<file path="src/rtl/cfgport_pkg.sv">
// Shared constants for the keyed configuration port.
// Assumes 8-bit configuration bytes and 8-bit register indices.
package cfgport_pkg;
    localparam int CFG_W = 8;

    typedef enum logic [1:0] {
        LK_SEALED = 2'd0,
        LK_HALF   = 2'd1,
        LK_OPEN   = 2'd2
    } lock_state_t;

    localparam logic [CFG_W-1:0] KEY_ENTER_STD = 8'h87;
    localparam logic [CFG_W-1:0] KEY_LEAVE_STD = 8'hAA;
    localparam logic [CFG_W-1:0] KEY_ENTER_ALT = 8'h88;
    localparam logic [CFG_W-1:0] KEY_LEAVE_ALT = 8'hBB;

    localparam logic [CFG_W-1:0] IDX_LDSEL  = 8'h07;
    localparam logic [CFG_W-1:0] IDX_CHIPID = 8'h20;
    localparam logic [CFG_W-1:0] IDX_ACT    = 8'h30;
    localparam logic [CFG_W-1:0] IDX_DEV_LO = 8'h30;
    localparam logic [CFG_W-1:0] SEALED_RD  = 8'hFF;
endpackage

</file>
<file path="src/rtl/cfgport_keyfsm.sv">
// Key sequencer: tracks enter-key progress on index-port writes and
// opens or seals the configuration space.
// Assumes one index write per strobe cycle; data-port traffic is not seen here.
module cfgport_keyfsm
    import cfgport_pkg::*;
#(
    parameter bit ALT_KEYS = 1'b0
) (
    input  logic             clk,
    input  logic             rst_n,
    input  logic             idx_wr,
    input  logic [CFG_W-1:0] wdata,
    output logic             is_open,
    output logic             closing
);
    logic [CFG_W-1:0] enter_k;
    logic [CFG_W-1:0] leave_k;
    lock_state_t      st;

    generate
        if (ALT_KEYS) begin : g_alt_keys
            assign enter_k = KEY_ENTER_ALT;
            assign leave_k = KEY_LEAVE_ALT;
        end else begin : g_std_keys
            assign enter_k = KEY_ENTER_STD;
            assign leave_k = KEY_LEAVE_STD;
        end
    endgenerate

    // Advance, restart or close the lock on each index-port write.
    always_ff @(posedge clk) begin
        if (!rst_n) begin
            st <= LK_SEALED;
        end else if (idx_wr) begin
            case (st)
                LK_SEALED: st <= (wdata == enter_k) ? LK_HALF : LK_SEALED;
                LK_HALF:   st <= (wdata == enter_k) ? LK_OPEN : LK_SEALED;
                LK_OPEN:   st <= (wdata == leave_k) ? LK_SEALED : LK_OPEN;
                default:   st <= LK_SEALED;
            endcase
        end
    end

    assign is_open = (st == LK_OPEN);
    assign closing = idx_wr && is_open && (wdata == leave_k);

    // one enter key from the sealed state never opens.
    a_r2_single_key_sealed: assert property (@(posedge clk) disable iff (!rst_n)
        (st == LK_SEALED && idx_wr) |=> (st != LK_OPEN));
    // the second consecutive enter key opens.
    a_r2_second_key_opens: assert property (@(posedge clk) disable iff (!rst_n)
        (st == LK_HALF && idx_wr && wdata == enter_k) |=> (st == LK_OPEN));
    // a stray index byte while sealed drops all progress.
    a_r3_stray_restarts: assert property (@(posedge clk) disable iff (!rst_n)
        (st != LK_OPEN && idx_wr && wdata != enter_k) |=> (st == LK_SEALED));
    // without an index write the lock does not move.
    a_r3_idle_holds: assert property (@(posedge clk) disable iff (!rst_n)
        !idx_wr |=> $stable(st));
    // the leave key seals an open space.
    a_r4_leave_seals: assert property (@(posedge clk) disable iff (!rst_n)
        (st == LK_OPEN && idx_wr && wdata == leave_k) |=> (st == LK_SEALED));
endmodule

</file>
<file path="src/rtl/cfgport_globals.sv">
// Global registers: index, logical-device select, chip identifier, and the
// read multiplexer for both window addresses.
// Assumes device-range reads (index 0x30 and up) are answered on dev_rdata.
module cfgport_globals
    import cfgport_pkg::*;
#(
    parameter logic [CFG_W-1:0] CHIP_ID = 8'h5A
) (
    input  logic             clk,
    input  logic             rst_n,
    input  logic             is_open,
    input  logic             closing,
    input  logic             idx_wr,
    input  logic             dat_wr,
    input  logic             idx_rd,
    input  logic             dat_rd,
    input  logic [CFG_W-1:0] wdata,
    input  logic [CFG_W-1:0] dev_rdata,
    output logic [CFG_W-1:0] index,
    output logic [CFG_W-1:0] ld_select,
    output logic [CFG_W-1:0] rdata
);
    // Hold the selected index; cleared when the space seals.
    always_ff @(posedge clk) begin
        if (!rst_n) begin
            index <= '0;
        end else if (closing) begin
            index <= '0;
        end else if (is_open && idx_wr) begin
            index <= wdata;
        end
    end

    // Logical-device select, written only through the open data port.
    always_ff @(posedge clk) begin
        if (!rst_n) begin
            ld_select <= '0;
        end else if (is_open && dat_wr && index == IDX_LDSEL) begin
            ld_select <= wdata;
        end
    end

    // Read multiplexer for the index and data addresses.
    always_comb begin
        rdata = '0;
        if (idx_rd) begin
            rdata = is_open ? index : SEALED_RD;
        end else if (dat_rd) begin
            if (!is_open) begin
                rdata = SEALED_RD;
            end else if (index == IDX_LDSEL) begin
                rdata = ld_select;
            end else if (index == IDX_CHIPID) begin
                rdata = CHIP_ID;
            end else if (index >= IDX_DEV_LO) begin
                rdata = dev_rdata;
            end
        end
    end

    // the device select cannot move while sealed.
    a_r7_ldsel_sealed_hold: assert property (@(posedge clk) disable iff (!rst_n)
        !is_open |=> $stable(ld_select));
    // sealing leaves the index at zero.
    a_r4_index_cleared: assert property (@(posedge clk) disable iff (!rst_n)
        closing |=> (index == '0));
    // a sealed space keeps its index at zero.
    a_r5_index_sealed_zero: assert property (@(posedge clk) disable iff (!rst_n)
        !is_open |=> (is_open || index == '0));
endmodule

</file>
<file path="src/rtl/cfgport_wdgbank.sv">
// Watchdog logical-device bank: one activate bit at index 0x30, answering
// only while its device number is selected.
// Assumes cfg_we is already qualified by the open state and the device range.
module cfgport_wdgbank
    import cfgport_pkg::*;
#(
    parameter logic [CFG_W-1:0] WDG_LDN = 8'h08
) (
    input  logic             clk,
    input  logic             rst_n,
    input  logic [CFG_W-1:0] ld_select,
    input  logic             cfg_we,
    input  logic [CFG_W-1:0] cfg_index,
    input  logic             wr_bit,
    output logic             active,
    output logic [CFG_W-1:0] rdata
);
    logic selected;
    logic hit_act;

    assign selected = (ld_select == WDG_LDN);
    assign hit_act  = selected && (cfg_index == IDX_ACT);

    // Activate bit, set or cleared by a device write to its index.
    always_ff @(posedge clk) begin
        if (!rst_n) begin
            active <= 1'b0;
        end else if (cfg_we && hit_act) begin
            active <= wr_bit;
        end
    end

    // Bank read data; zero for every other index or device.
    always_comb begin
        rdata = '0;
        if (hit_act) begin
            rdata = {{(CFG_W-1){1'b0}}, active};
        end
    end

    // no write to this device, no change of the activate bit.
    a_r9_act_needs_write: assert property (@(posedge clk) disable iff (!rst_n)
        !(cfg_we && selected) |=> $stable(active));
    // a write to the activate index takes data bit 0.
    a_r9_act_follows_write: assert property (@(posedge clk) disable iff (!rst_n)
        (cfg_we && hit_act) |=> (active == $past(wr_bit)));
endmodule

</file>
<file path="src/rtl/cfgport_top.sv">
// Keyed configuration port: two-address byte window, key-gated access,
// global registers, one watchdog bank and a device write strobe.
// Assumes a single-cycle write or read strobe per byte; write wins if both.
module cfgport_top
    import cfgport_pkg::*;
#(
    parameter bit               ALT_KEYS = 1'b0,
    parameter logic [CFG_W-1:0] CHIP_ID  = 8'h5A,
    parameter logic [CFG_W-1:0] WDG_LDN  = 8'h08
) (
    input  logic             clk,
    input  logic             rst_n,
    input  logic             bus_addr,
    input  logic             bus_wr,
    input  logic             bus_rd,
    input  logic [CFG_W-1:0] bus_wdata,
    output logic [CFG_W-1:0] bus_rdata,
    output logic [CFG_W-1:0] ld_select,
    output logic             cfg_we,
    output logic [CFG_W-1:0] cfg_index,
    output logic [CFG_W-1:0] cfg_wdata,
    output logic             wdg_active
);
    logic             idx_wr, dat_wr, idx_rd, dat_rd;
    logic             is_open, closing;
    logic [CFG_W-1:0] index;
    logic [CFG_W-1:0] bank_rdata;

    assign idx_wr = bus_wr && !bus_addr;
    assign dat_wr = bus_wr && bus_addr;
    assign idx_rd = bus_rd && !bus_wr && !bus_addr;
    assign dat_rd = bus_rd && !bus_wr && bus_addr;

    cfgport_keyfsm #(.ALT_KEYS(ALT_KEYS)) u_keys (
        .clk     (clk),
        .rst_n   (rst_n),
        .idx_wr  (idx_wr),
        .wdata   (bus_wdata),
        .is_open (is_open),
        .closing (closing)
    );

    cfgport_globals #(.CHIP_ID(CHIP_ID)) u_glob (
        .clk       (clk),
        .rst_n     (rst_n),
        .is_open   (is_open),
        .closing   (closing),
        .idx_wr    (idx_wr),
        .dat_wr    (dat_wr),
        .idx_rd    (idx_rd),
        .dat_rd    (dat_rd),
        .wdata     (bus_wdata),
        .dev_rdata (bank_rdata),
        .index     (index),
        .ld_select (ld_select),
        .rdata     (bus_rdata)
    );

    assign cfg_we    = dat_wr && is_open && (index >= IDX_DEV_LO);
    assign cfg_index = index;
    assign cfg_wdata = bus_wdata;

    cfgport_wdgbank #(.WDG_LDN(WDG_LDN)) u_wdg (
        .clk       (clk),
        .rst_n     (rst_n),
        .ld_select (ld_select),
        .cfg_we    (cfg_we),
        .cfg_index (index),
        .wr_bit    (bus_wdata[0]),
        .active    (wdg_active),
        .rdata     (bank_rdata)
    );

    // a device strobe only ever comes with a data-port write.
    a_r11_strobe_on_data_write: assert property (@(posedge clk) disable iff (!rst_n)
        cfg_we |-> (bus_wr && bus_addr));
    // no read strobe, no read data.
    a_r12_idle_rdata_zero: assert property (@(posedge clk) disable iff (!rst_n)
        !bus_rd |-> (bus_rdata == '0));
endmodule

</file>
<file path="config.mk">
export PLATFORM = sky130hd
export DESIGN_NAME = cfgport_top
export DESIGN_NICKNAME = d
export VERILOG_FILES = /design/src/rtl/cfgport_pkg.sv /design/src/rtl/cfgport_keyfsm.sv /design/src/rtl/cfgport_globals.sv /design/src/rtl/cfgport_wdgbank.sv /design/src/rtl/cfgport_top.sv
export SDC_FILE = /design/constraint.sdc
export NUM_CORES = 1
export LEC_CHECK = 0
export BUFFER_PORTS_ARGS = -buffer_cell sky130_fd_sc_hd__clkbuf_2
export CORE_ASPECT_RATIO = 1.75
export CORE_MARGIN = 2
export CORE_UTILIZATION = 35
export DETAILED_ROUTE_END_ITERATION = 8
export SLEW_MARGIN = 20
export SYNTH_ARGS = -nofsm -noshare
export SYNTH_HDL_FRONTEND = slang
export SYNTH_SLANG_ARGS = --single-unit
</file>
<file path="constraint.sdc">
create_clock -name clk -period 5.2 [get_ports clk]
set_clock_uncertainty 0.15 [all_clocks]
set_input_delay 0.52 -clock clk [delete_from_list [all_inputs] [get_ports clk]]
set_output_delay 0.52 -clock clk [all_outputs]
set_load 0.02 [all_outputs]
</file>
==> impl_metrics.toml <==
[clock_tree]
ctsHoldBuffers = 0
cts_buffer_depth = 2
cts.sinks = 19
cts_buffers = 3
h-tree-depth = 1
root_buffer = "clkbuf_8"
cts_tree = "yes"
cts_resized = 0
post-cts-setup-buffer-count = 0
clkTransAtPathRegs_ns = 0.07
worst_skew_pair.late_latency_ns = 0.25

[power]
switching_power_mw = 0.0707
netSwitchingFraction_pct = 25.0
ir_drop_mv = 0.116
clkPwrFrac_pct = 35.4
pwr-share-seq_pct = 51.4
p_leak_nw = 0.650
p_int_mw = 0.212
comb_power_share_pct = 13.2
cellPowerDensity_nw_per_um2 = 209
p_total_mw = 0.283

[synth]
synth_edf_count = 0
synth.avg_cell_area_um2 = 8.17
synth_top_family_by_area = "simple AND/OR/NAND/NOR gates"
yosysWarnings = 0
syn_nets = 147
synth_ff_type = "dfxtp_1"
synth_xor_area_share_pct = 0
synthAdderAreaFrac_pct = 0
synth-seq-cells = 19
synth_mux_area_share_pct = 8.23
ys_types = 33
async_flop_share_pct = 0
synth_cells = 134
synth-compound-area-share_pct = 18.9
synth-simple-area-share_pct = 31.0
ys_seq_area_share_pct = 34.7
netlist_area_um2 = 1090

[setup_path]
crit_slowest_cell = "or4_4"
path_cells = "or4_4 -> nor4_4 -> nand3_2 -> a221oi_2 -> clkbuf_2"
slowest_delay_ns = 0.56
path_max_fanout = 4
crit_path_end_kind = "output pin"
criticalPathCategory = "reg -> out"
arrival_ns = 2.09
reg2reg_depth = 4
critPathLaunchType = "flop"
worstSetupPathDepth = 5
cp_num_buf_inv = 1
worstPathRequired_ns = 4.53
path_delay_family = "simple AND/OR/NAND/NOR gates"

[grt]
grt_pass1_wl_um = 5030
antenna_found_initial = 0
grt.total_usage_pct = 18.7
grt_pass1_vias = 1037
grt_max_degree = 11
overflow = 0

[status]
status = "complete, no violations"

[routing]
drt_iter0_drc = 29
drt_pass1_iterations = 4
ant_nets = 0
wirelength_um = 3250
drc_errors = 0
vias_per_cell = 5.30
wl_per_cell_um = 15.1
vias = 1145

[timing]
setup_tns_ns = 0
max_slew_margin_pct = 45.1
timing.hold.ws_ns = 0.350
rsz0062_at_grt = "no"
worst_pin_slew_ns = 0.812
max_freq_ghz = 0.362
drv_slew = 0
fin_crit_sh_pct = 53.2
fin_crit_ns = 2.76
report.final.setup_viol = 0
hold_viol = 0

[floorplanning]
coreArea_um2 = 2960
die_h_um = 78.0
start_util_pct = 37.0
io_pins = 47
rows = 26
die_w_um = 46.3
dieArea_um2 = 3610

[place]
hpwl_um = 2630
gp_congestion = 0.832
io_buffers = 46

[worst_hold_path]
hp-class = "reg -> reg"
hold_depth = 2

[run]
max_cap_viol_count = 0

[final_layout]
nNetsFinal = 188
antenna_cells = 0
fillers = 313
area_growth_pct = 23.8
drive_above_1_share_pct = 31.6
layout_commonest_cell = "clkbuf_2"
mostFrequentLayoutCells = "46 x clkbuf_2, 21 x nand2_1, 19 x dfxtp_1"
-- cells by family (layout without fill, tap and decap cells) --
group | count (synthesis) | count (layout)
buffers and inverters | 13 | 53
flip-flops | 19 | 19
AO/OA/AOI/OAI | 30 | 30
AND/OR/NAND/NOR | 63 | 63
multiplexers | 9 | 9
-- power by group through the flow --
stage                     clock [mW]  combinational (mW)  sequential [mW]
after detailed placement           0              0.0372            0.149
after CTS                      0.103              0.0374            0.145
after global placement             0              0.0365            0.149
after global routing           0.109              0.0401            0.145
final                          0.100              0.0373            0.145
after floorplan                    0              0.0238            0.149
-- worst paths after layout --
check                                       end                start  slack [ns]
worst min register to register     u_keys.st[0]         u_keys.st[0]        0.35
worst max register to register  u_glob.index[7]         u_keys.st[1]        3.21
worst min-delay path               u_keys.st[0]         u_keys.st[0]        0.35
worst max-delay path               bus_rdata[0]  u_glob.ld_select[0]        2.44
-- cells in the mapped netlist (all sizes together), types with 3 or more instances --
cell / instances / area (µm²)
nand2: 21 / 78.8
dfxtp: 19 / 380
nor2: 15 / 56.3
a21oi: 14 / 70.1
mux2i: 9 / 90.1
buf: 8 / 60.1
a211o: 4 / 35.0
nand3: 4 / 25.0
o21a: 4 / 30.0
and3: 3 / 18.8
nand2b: 3 / 18.8
nand4: 3 / 18.8
nor2b: 3 / 18.8
o2bb2ai: 3 / 26.3
-- layout make-up --
cell class	count	area, µm²	share of cell area, %
repair buffers	46	230	17.0
clock buffers	4	45.0	3.32
multi-input cells	102	636	46.9
flip-flops and latches	19	380	28.1
inverters	3	11.3	0.831
well taps	42	52.6	3.88
-- per-layer routing --
metal  up-vias  part of all wire (%)  GRT usage [%]
met5         -                     0              0
met4         0                   1.2           6.57
met3         4                   5.3           2.79
met2        41                    53           31.9
met1       539                    40           22.4
li1        561                     -              -
-- state kept, by name, indices dropped and copies added, names as in the netlist --
| name | cells |
|---|---|
| u_keys.st | 2 |
| u_glob.ld_select | 8 |
| u_wdg.active | 1 |
| u_glob.index | 8 |
-- tightest hold or removal path, stage by stage, from the launching register on --
cell and delay, ns:
dfxtp_1 0.34, nand2_1 0.06, a21oi_1 0.05
-- stage by stage --
step           std cells  util (%)  area [µm²]  setup WS, ns
2_1_floorplan        134         -        1090          2.75
3_3_place_gp         212      44.3        1310          2.71
3_5_place_dp         212      44.3        1310          2.61
4_1_cts              216      45.8        1360          2.42
5_1_grt              216      45.8        1360          2.36
6_report             216      45.8        1360          2.44
(Power assumes the default switching activity.)
